### src/rtl/seg_xlate_pkg.sv
package seg_xlate_pkg;

  typedef enum logic [1:0] {
    FLT_NONE   = 2'b00,
    FLT_BOUNDS = 2'b01,
    FLT_PROT   = 2'b10
  } fault_e;

  localparam int PERM_W     = 2;
  localparam int PERM_RD_IX = 1;
  localparam int PERM_WR_IX = 0;

endpackage

### src/rtl/seg_rst_sync.sv
module seg_rst_sync (
  input  logic clk,
  input  logic rst_n,
  output logic rst_sync_n
);

  logic meta_q;
  logic hold_q;

  always_ff @(posedge clk or negedge rst_n) begin
    if (!rst_n) begin
      meta_q <= 1'b0;
      hold_q <= 1'b0;
    end else begin
      meta_q <= 1'b1;
      hold_q <= meta_q;
    end
  end

  assign rst_sync_n = hold_q;

endmodule

### src/rtl/seg_entry.sv
module seg_entry
  import seg_xlate_pkg::*;
#(
  parameter int BASE_W = 16,
  parameter int LIM_W  = 12
) (
  input  logic              clk,
  input  logic              rst_n,
  input  logic              ld_en,
  input  logic [BASE_W-1:0] ld_base,
  input  logic [LIM_W-1:0]  ld_limit,
  input  logic [PERM_W-1:0] ld_perm,
  output logic [BASE_W-1:0] base_q,
  output logic [LIM_W-1:0]  limit_q,
  output logic [PERM_W-1:0] perm_q
);

  logic [BASE_W-1:0] base_d;
  logic [LIM_W-1:0]  limit_d;
  logic [PERM_W-1:0] perm_d;

  always_comb begin
    base_d  = base_q;
    limit_d = limit_q;
    perm_d  = perm_q;
    if (ld_en) begin
      base_d  = ld_base;
      limit_d = ld_limit;
      perm_d  = ld_perm;
    end
  end

  always_ff @(posedge clk or negedge rst_n) begin
    if (!rst_n) begin
      base_q  <= '0;
      limit_q <= '0;
      perm_q  <= '0;
    end else begin
      base_q  <= base_d;
      limit_q <= limit_d;
      perm_q  <= perm_d;
    end
  end


  entry_load_chk: assert property (@(posedge clk) disable iff (!rst_n)
    ld_en |=> (base_q == $past(ld_base)) && (limit_q == $past(ld_limit)) &&
              (perm_q == $past(ld_perm)));


  entry_hold_chk: assert property (@(posedge clk) disable iff (!rst_n)
    !ld_en |=> $stable(base_q) && $stable(limit_q) && $stable(perm_q));

endmodule

### src/rtl/seg_table.sv
module seg_table
  import seg_xlate_pkg::*;
#(
  parameter int SEG_W  = 2,
  parameter int BASE_W = 16,
  parameter int LIM_W  = 12
) (
  input  logic              clk,
  input  logic              rst_n,
  input  logic              wr_en,
  input  logic [SEG_W-1:0]  wr_idx,
  input  logic [BASE_W-1:0] wr_base,
  input  logic [LIM_W-1:0]  wr_limit,
  input  logic [PERM_W-1:0] wr_perm,
  input  logic [SEG_W-1:0]  rd_idx,
  output logic [BASE_W-1:0] rd_base,
  output logic [LIM_W-1:0]  rd_limit,
  output logic [PERM_W-1:0] rd_perm
);

  localparam int NSEG = 1 << SEG_W;

  logic [BASE_W-1:0] ent_base  [NSEG];
  logic [LIM_W-1:0]  ent_limit [NSEG];
  logic [PERM_W-1:0] ent_perm  [NSEG];

  for (genvar gi = 0; gi < NSEG; gi++) begin : g_ent
    logic sel_en;
    assign sel_en = wr_en && (wr_idx == SEG_W'(gi));

    seg_entry #(
      .BASE_W (BASE_W),
      .LIM_W  (LIM_W)
    ) u_entry (
      .clk      (clk),
      .rst_n    (rst_n),
      .ld_en    (sel_en),
      .ld_base  (wr_base),
      .ld_limit (wr_limit),
      .ld_perm  (wr_perm),
      .base_q   (ent_base[gi]),
      .limit_q  (ent_limit[gi]),
      .perm_q   (ent_perm[gi])
    );
  end

  // Reads come straight from the stored state, so a same-cycle write is not seen.
  always_comb begin
    rd_base  = ent_base[rd_idx];
    rd_limit = ent_limit[rd_idx];
    rd_perm  = ent_perm[rd_idx];
  end

endmodule

### src/rtl/seg_check.sv
module seg_check
  import seg_xlate_pkg::*;
#(
  parameter int BASE_W = 16,
  parameter int OFF_W  = 12
) (
  input  logic [BASE_W-1:0] base,
  input  logic [OFF_W-1:0]  limit,
  input  logic [PERM_W-1:0] perm,
  input  logic [OFF_W-1:0]  offset,
  input  logic              is_write,
  output logic [BASE_W-1:0] paddr,
  output fault_e            fault
);

  localparam int PAD_W = BASE_W - OFF_W;

  logic [BASE_W-1:0] sum;
  logic              over_lim;
  logic              no_right;

  // Adder and comparator side by side; neither waits on the other.
  always_comb begin
    sum      = base + {{PAD_W{1'b0}}, offset};
    over_lim = offset > limit;
    no_right = is_write ? !perm[PERM_WR_IX] : !perm[PERM_RD_IX];
  end

  always_comb begin
    if (no_right) begin
      fault = FLT_PROT;
      paddr = '0;
    end else if (over_lim) begin
      fault = FLT_BOUNDS;
      paddr = '0;
    end else begin
      fault = FLT_NONE;
      paddr = sum;
    end
  end

endmodule

### src/rtl/seg_resp_reg.sv
module seg_resp_reg
  import seg_xlate_pkg::*;
#(
  parameter int PADDR_W = 16
) (
  input  logic               clk,
  input  logic               rst_n,
  input  logic               in_valid,
  input  logic [PADDR_W-1:0] in_paddr,
  input  fault_e             in_fault,
  output logic               out_valid,
  output logic [PADDR_W-1:0] out_paddr,
  output logic [1:0]         out_fault
);

  logic               valid_d;
  logic [PADDR_W-1:0] paddr_d;
  logic [1:0]         fault_d;

  always_comb begin
    valid_d = in_valid;
    paddr_d = '0;
    fault_d = FLT_NONE;
    if (in_valid) begin
      paddr_d = in_paddr;
      fault_d = in_fault;
    end
  end

  always_ff @(posedge clk or negedge rst_n) begin
    if (!rst_n) begin
      out_valid <= 1'b0;
      out_paddr <= '0;
      out_fault <= FLT_NONE;
    end else begin
      out_valid <= valid_d;
      out_paddr <= paddr_d;
      out_fault <= fault_d;
    end
  end


  rsp_follows_req_chk: assert property (@(posedge clk) disable iff (!rst_n)
    in_valid |=> out_valid);


  rsp_only_after_req_chk: assert property (@(posedge clk) disable iff (!rst_n)
    !in_valid |=> !out_valid);

endmodule

### src/rtl/seg_xlate.sv
module seg_xlate
  import seg_xlate_pkg::*;
#(
  parameter int LADDR_W = 14,
  parameter int SEG_W   = 2,
  parameter int PADDR_W = 16
) (
  input  logic               clk,
  input  logic               rst_n,
  input  logic               tbl_we,
  input  logic [SEG_W-1:0]   tbl_idx,
  input  logic [PADDR_W-1:0] tbl_base,
  input  logic [LADDR_W-SEG_W-1:0] tbl_limit,
  input  logic [1:0]         tbl_perm,
  input  logic               req_valid,
  input  logic [LADDR_W-1:0] req_addr,
  input  logic               req_write,
  output logic               rsp_valid,
  output logic [PADDR_W-1:0] rsp_paddr,
  output logic [1:0]         rsp_fault
);

  localparam int OFF_W = LADDR_W - SEG_W;

  logic               rst_q_n;
  logic [SEG_W-1:0]   seg_sel;
  logic [OFF_W-1:0]   seg_off;
  logic [PADDR_W-1:0] sel_base;
  logic [OFF_W-1:0]   sel_limit;
  logic [PERM_W-1:0]  sel_perm;
  logic [PADDR_W-1:0] chk_paddr;
  fault_e             chk_fault;

  assign seg_sel = req_addr[LADDR_W-1 -: SEG_W];
  assign seg_off = req_addr[OFF_W-1:0];

  seg_rst_sync u_rst (
    .clk        (clk),
    .rst_n      (rst_n),
    .rst_sync_n (rst_q_n)
  );

  seg_table #(
    .SEG_W  (SEG_W),
    .BASE_W (PADDR_W),
    .LIM_W  (OFF_W)
  ) u_table (
    .clk      (clk),
    .rst_n    (rst_q_n),
    .wr_en    (tbl_we),
    .wr_idx   (tbl_idx),
    .wr_base  (tbl_base),
    .wr_limit (tbl_limit),
    .wr_perm  (tbl_perm),
    .rd_idx   (seg_sel),
    .rd_base  (sel_base),
    .rd_limit (sel_limit),
    .rd_perm  (sel_perm)
  );

  seg_check #(
    .BASE_W (PADDR_W),
    .OFF_W  (OFF_W)
  ) u_check (
    .base     (sel_base),
    .limit    (sel_limit),
    .perm     (sel_perm),
    .offset   (seg_off),
    .is_write (req_write),
    .paddr    (chk_paddr),
    .fault    (chk_fault)
  );

  seg_resp_reg #(
    .PADDR_W (PADDR_W)
  ) u_resp (
    .clk       (clk),
    .rst_n     (rst_q_n),
    .in_valid  (req_valid),
    .in_paddr  (chk_paddr),
    .in_fault  (chk_fault),
    .out_valid (rsp_valid),
    .out_paddr (rsp_paddr),
    .out_fault (rsp_fault)
  );


  fault_zero_addr_chk: assert property (@(posedge clk) disable iff (!rst_q_n)
    (rsp_fault != FLT_NONE) |-> (rsp_paddr == '0));


  idle_quiet_chk: assert property (@(posedge clk) disable iff (!rst_q_n)
    !rsp_valid |-> (rsp_paddr == '0) && (rsp_fault == FLT_NONE));


  dead_seg_prot_chk: assert property (@(posedge clk) disable iff (!rst_q_n)
    (req_valid && (sel_perm == '0)) |=> (rsp_fault == FLT_PROT));


  fault_code_legal_chk: assert property (@(posedge clk) disable iff (!rst_q_n)
    rsp_valid |-> (rsp_fault != 2'b11));

endmodule

### config.mk
export PLATFORM = sky130hd
export DESIGN_NAME = seg_xlate
export DESIGN_NICKNAME = d
export VERILOG_FILES = /design/src/rtl/seg_xlate_pkg.sv /design/src/rtl/seg_rst_sync.sv /design/src/rtl/seg_entry.sv /design/src/rtl/seg_table.sv /design/src/rtl/seg_check.sv /design/src/rtl/seg_resp_reg.sv /design/src/rtl/seg_xlate.sv
export SDC_FILE = /design/constraint.sdc
export NUM_CORES = 1
export LEC_CHECK = 0
export ABC_AREA = 1
export BUFFER_PORTS_ARGS = -buffer_cell sky130_fd_sc_hd__buf_2
export CELL_PAD_IN_SITES_DETAIL_PLACEMENT = 1
export CELL_PAD_IN_SITES_GLOBAL_PLACEMENT = 2
export CORE_MARGIN = 4
export CORE_UTILIZATION = 30
export DETAILED_ROUTE_END_ITERATION = 10
export PLACE_DENSITY_LB_ADDON = 0.1
export SLEW_MARGIN = 0
export SYNTH_ARGS = -nofsm -noshare
export SYNTH_HDL_FRONTEND = slang
export SYNTH_HIERARCHICAL = 1
export SYNTH_SLANG_ARGS = --single-unit
### constraint.sdc
create_clock -name clk -period 4.7 [get_ports clk]
set_clock_uncertainty 0.1 [all_clocks]
set_input_delay 1.41 -clock clk [delete_from_list [all_inputs] [get_ports clk]]
set_output_delay 1.41 -clock clk [all_outputs]
set_load 0.01 [all_outputs]
==> results of run 1 <==
critical path: cells and delay by family:
family	cells	cell delay, ns
AOI/OAI and AO/OA	1	0.20
adders and majority gates	1	0.30
and+or+nand+nor	7	0.64
buffers and inverters	5	0.97
xor gates and xnor gates	1	0.25
kinds of logic after synthesis:
logic type,share of synthesized area
xor+xnor,0.00762
compound gates,0.00856
buf+inv,0.136
fa+ha+maj,0.0398
simple gates,0.369
flops,0.439
other cells,0.000466
power by group:
part           internal, mW  leakage, nW  switching (mW)
combinational         0.277         3.50           0.521
clock                 0.761        0.288           0.642
sequential             1.39         1.78          0.0979
cells in the mapped netlist:
cell type and instances:
nand3_1 70, dfrtp_1 141, buf_8 1, nor2_2 10, nand2_4 1, nor3_1 5, conb_1 1, nor2_4 1
buf_4 8, buf_12 1, inv_2 4, buf_2 30, and2_4 1, o21ai_0 1, nand3b_1 4, nand2_2 2
inv_1 199, nand3_2 1, nand4_1 2, nor2_1 22, xnor2_1 5, ha_1 24, nand2_1 619, xor2_1 2
and2_1 2, fa_1 1, a21o_2 1, buf_6 7, inv_6 1, nand4_2 1, a21oi_1 11
flip-flops by register name, summed over array words and instances, names as in the netlist:
| name | cells |
|---|---|
| u_table/g_ent.u_entry/limit_q | 48 |
| u_resp/out_fault | 2 |
| u_table/g_ent.u_entry/base_q | 64 |
| u_resp/out_paddr | 16 |
| u_rst/rst_sync_n | 1 |
| u_resp/out_valid | 1 |
| u_rst/meta_q | 1 |
| u_table/g_ent.u_entry/perm_q | 8 |
metal layers:
| metal | part of all wire | wire [µm] | GRT usage | vias to the layer above |
|---|---|---|---|---|
| met1 | 0.51 | 12900 | 0.259 | 3270 |
| met3 | 0.027 | 683 | 0.0209 | 22 |
| met5 | 0 | 0 | 0 | - |
| met4 | 0.011 | 283 | 0.0400 | 0 |
| li1 | - | - | - | 3542 |
| met2 | 0.46 | 11600 | 0.299 | 85 |
cells in the final DEF (no fill, tap or decap), types with 2 or more instances in the layout:
| cell type | count |
|---|---|
| inv_6 | 6 |
| xnor2_1 | 5 |
| and2_1 | 2 |
| nand2_2 | 2 |
| ha_1 | 24 |
| dfrtp_1 | 140 |
| nor2_2 | 10 |
| nand4_1 | 2 |
| nor3_2 | 4 |
| buf_2 | 69 |
| inv_2 | 4 |
| inv_8 | 5 |
| clkbuf_16 | 17 |
| nand3_1 | 70 |
| a21oi_1 | 11 |
| buf_4 | 10 |
| nand2_1 | 619 |
| xor2_1 | 2 |
| inv_1 | 199 |
| nand3b_1 | 4 |
| nor2_1 | 22 |
| clkinvlp_4 | 2 |
worst paths after layout:
path	start	end	slack [ns]
min	u_rst/meta_q	u_rst/rst_sync_n	0.26
max in group asynchronous	u_rst/rst_sync_n	u_resp/out_fault[0]	3.02
max reg2reg	u_table/g_ent[3].u_entry/base_q[0]	u_resp/out_paddr[8]	2.37
min reg2reg	u_rst/meta_q	u_rst/rst_sync_n	0.26
max	req_addr[13]	u_resp/out_paddr[8]	1.17
min in group asynchronous	u_rst/rst_sync_n	u_table/g_ent[2].u_entry/base_q[5]	0.36
through the flow:
stage                     cells  instance area (µm²)  setup slack [ns]  total power, mW   util
after floorplan            1179                 8040             0.381             2.08      -
after global placement     1547                 8600             0.692             2.31  0.328
after detailed placement   1547                 8600             0.718             2.33  0.328
after CTS                  1579                 9200              1.19             3.76  0.351
after global routing       1579                 9200             0.926             3.96  0.351
final                      1579                 9200              1.17             3.69  0.351
final cells by class:
class	instances	share of cell area
tap	335	0.0456
clock buffer	17	0.0463
timing repair buffer	80	0.0479
inverter	204	0.0838
clock inverter	15	0.0185
multi-input combinational	787	0.374
sequential	141	0.384
==> flow_summary.ini, run 1 <==
[power_and_ir_drop]
power_density_nw_per_um2 = 401
irDropWorstVdd_v = 0.000192
p_leak_nw = 5.56

[timing]
maxSlewHeadroom = 0.402
setup_violations = 0
period_minus_slack_ns = 3.53
slew_viol_final = 0
hold_violations = 0
grt_setup_unrepaired = no
tightest_slew_ns = 0.897
period_share = 0.750
max_freq_mhz = 284
tns_ns = 0
whs_ns = 0.264

[grt]
grt_max_degree = 66
grt_antenna_before_repair = 0
grt.total_usage = 0.182
grt-ovfl-total = 0
grt_pass1_vias = 7252
grt_pass1_wl_um = 41300

[synthesis]
ys_seq_elements = 141
synth.net_count = 1255
yosys-top-cells-area = dfrtp_1 44%, nand2_1 29%, inv_1 9.3%
yosysSeqAreaShare = 0.439
yosys.area.top_type = dfrtp_1
syn_inst = 1179
syn_area_um2 = 8040
ys_types = 31
avgSynthCellArea_um2 = 6.82
yosysTopAreaCellShare = 0.439
synth_warnings = 6

[finish]
fin_nets = 1307
area_growth_pct = 14.4
diodes = 0
regArea_um2 = 3530
post_route_cells_drive_above_1_share = 0.113
multi_input_area_um2 = 3440
fillCellCount = 3335

[floorplanning]
die_w_um = 172
die_area_um2 = 29500
initial_core_util = 0.307
die_h_um = 172
io_pins = 70
fp.coreArea_um2 = 26200
num_rows = 59

[place]
hpwl_um = 16600
gp_congestion = 0.829
io_buffers = 69

[detailed_routing]
wl_um = 25500
drc = 0
drtAntennaViolNets = 0
drtIter0Drc = 275
wl_per_cell_um = 16.1
vias = 6919
post_drt_via_cell_ratio = 4.38
dr.pass1.iters = 4

[clocking]
clkSinkCount = 141
cts.repair.resized = 0
cts_buffers = 17
htree_levels = 4
root_buffer = clkbuf_16
path_clk_slew_ns = 0.08
ctsLongestPathBuffers = 2
cts_tree = done
postCtsSetupBuffers = 0
hold_buffers = 0
clk_latency_ns = 0.43

[critical_path]
cp_slowest_stage_delay_ns = 0.42
path_cells = buf_2 > inv_1 > buf_4 > nand3_1 > nand2_1 > ha_1 > nand2_1 > inv_1 > nand2_1 > nand2_1 > a21oi_1 > xor2_1 > nor2_1 > nand2_1 > inv_1
cp_max_fo = 14
cp-end-kind = flop
cp.required_ns = 4.93
crit_top_cell = nand2_1
worstSetupStartpointType = primary input
cp_slowest_cell = inv_1
r2r_cells = 15
criticalPathCategory = primary input to flop
cp.arrival_ns = 3.76

[min_path]
holdPathStages = 0
hold_path_class = flop to flop

[job]
max-cap-violations = 0

[outcome]
outcome = finished, final reports clean
No activity file was read; power rests on OpenSTA's default activity.
==> run 2: changes to the inputs <==
- clock period: 4.7 -> 2.9 ns (I/O delays scaled with it)
==> run 2 against run 1 <==
Sequential share of layout area shrank 2.0 points. Clock-buffer cell count grew 2. Sequential cell count did not move. Die area unchanged. Critical path type unchanged. Critical endpoint unchanged. Largest power group unchanged.
==> flow_summary.ini, run 2 (synthesis gave the netlist of run 1 again) <==
[timing]
whs_ns = 0.111
slew_viol_final = 0
period_minus_slack_ns = 2.66
max_freq_mhz = 376
tns_ns = 0
maxSlewHeadroom = 0.472
setup_violations = 0
hold_violations = 0
grt_setup_unrepaired = no
tightest_slew_ns = 0.792
setup_slack_ns = 0.244
period_share = 0.916

[finish]
post_route_cells_drive_above_1_share = 0.148
diodes = 0
layout_common_cells = 618 x nand2_1, 199 x inv_1, 140 x dfrtp_1
fin_area_um2 = 9700
final_common_cell = nand2_1
top_register = u_table/g_ent.u_entry/base_q
fin_nets = 1353
largest_reg_flops = 64
fillCellCount = 3323
area_growth_pct = 20.6
reg_top3 = u_table/g_ent.u_entry/base_q x64, u_table/g_ent.u_entry/limit_q x48, u_resp/out_paddr x16

[power_and_ir_drop]
p_leak_nw = 5.84
pwr-share-comb = 0.236
switchingPower_mw = 2.03
p_total_mw = 6.12
power_density_nw_per_um2 = 631
p_clk_frac = 0.371
p_seq_frac = 0.393
swShare = 0.333
internal_power_mw = 4.08
irDropWorstVdd_v = 0.000370

[detailed_routing]
drtAntennaViolNets = 0
dr.pass1.iters = 4
vias = 7031
wl_met1_um = 12600
wl_um = 25600
wl_per_cell_um = 15.7
post_drt_via_cell_ratio = 4.33
drc = 0
maxUsedRoutingLayer = met4
dr_wl_met3_um = 811
drtIter0Drc = 255
route.met2.wl_um = 11900

[grt]
grt_pass1_wl_um = 41500
grt_pass1_vias = 7609
grt-ovfl-total = 0
grt_max_degree = 140
grt_antenna_before_repair = 0
grt.total_usage = 0.183

[floorplanning]
die_h_um = 172
die_area_um2 = 29500
io_pins = 70
num_rows = 59
fp.coreArea_um2 = 26200
die_w_um = 172
initial_core_util = 0.307

[critical_path]
cp-end-kind = flop
cp_max_fo = 9
worstSetupStartpointType = primary input
criticalPathCategory = primary input to flop
cp.arrival_ns = 2.87
cp.required_ns = 3.12

[clocking]
clk_latency_ns = 0.43
clkSinkCount = 141
cts_buffers = 17
ctsLongestPathBuffers = 2
path_clk_slew_ns = 0.07
cts_tree = done
postCtsSetupBuffers = 0
htree_levels = 4
root_buffer = clkbuf_16

[place]
hpwl_um = 18000
io_buffers = 69
placed_area_um2 = 9070
dp_slack_ns = -0.244
gp_congestion = 0.763

[outcome]
outcome = finished, final reports clean

[job]
max-cap-violations = 0

[min_path]
hold_path_class = primary input to asynchronous set/reset pin
run 2: changes by cell type in the layout (fill, tap and decap cells not counted), moves of 2 or more:
| cell | before | now |
|---|---|---|
| inv_8 | 5 | 3 |
| a21oi_2 | 0 | 2 |
| a21oi_1 | 11 | 9 |
| clkbuf_8 | 0 | 2 |
| buf_12 | 1 | 11 |
| buf_4 | 10 | 45 |
run 2: timing repair:
action	4_1_cts	5_1_grt
gates resized for setup	0	6
endpoints found under the setup margin	0	8
hold buffers	0	0
run 2: per-layer routing:
metal,global-route usage,up-vias
li1,-,3638
met1,0.250,3301
met2,0.308,80
met3,0.0329,12
met4,0.0321,0
met5,0,-
run 2: path summary, 6_finish.rpt:
check | cells past startpoint | end | startpoint | slack [ns]
hold / removal | 1 | u_rst/rst_sync_n | rst_n | 0.11
min in group clk | 0 | u_rst/rst_sync_n | u_rst/meta_q | 0.26
setup reg to reg | 15 | u_resp/out_paddr[8] | u_table/g_ent[2].u_entry/base_q[0] | 0.68
max in group asynchronous | 1 | u_table/g_ent[3].u_entry/base_q[3] | u_rst/rst_sync_n | 1.76
setup / recovery | 16 | u_resp/out_paddr[8] | req_addr[12] | 0.24
hold reg to reg | 0 | u_rst/rst_sync_n | u_rst/meta_q | 0.26
run 2: per-stage QoR:
step | std cells | util
after global placement | 1593 | 0.346
after CTS | 1625 | 0.369
after detailed placement | 1593 | 0.346
after global routing | 1625 | 0.370
final | 1625 | 0.370
after floorplan | 1179 | -
run 2: power by group through the flow:
stage          clock [mW]  combinational (mW)  sequential [mW]
6_report             2.27                1.44             2.40
5_1_grt              2.42                1.69             2.44
4_1_cts              2.34                1.47             2.41
3_5_place_dp            0                1.47             2.44
3_3_place_gp            0                1.45             2.43
2_1_floorplan           0               0.921             2.44
run 2: worst max-delay path, stage by stage:
cell,delay [ns]
buf_2,0.17
buf_4,0.23
buf_12,0.14
nand2_1,0.05
nand3_1,0.08
nand2_1,0.06
ha_1,0.35
nand2_1,0.16
inv_1,0.06
nand2_1,0.06
nand2_1,0.07
a21oi_1,0.18
xor2_1,0.20
nor2_1,0.06
nand2_1,0.08
inv_1,0.04
run 2: layout make-up:
type	count	area, µm²	area share
Sequential cell	141	3530	0.364
Multi-Input combinational cell	787	3460	0.357
Timing Repair Buffer	126	915	0.0943
Inverter	204	771	0.0795
Clock buffer	19	453	0.0467
Tap cell	335	419	0.0432
Clock inverter	13	149	0.0154
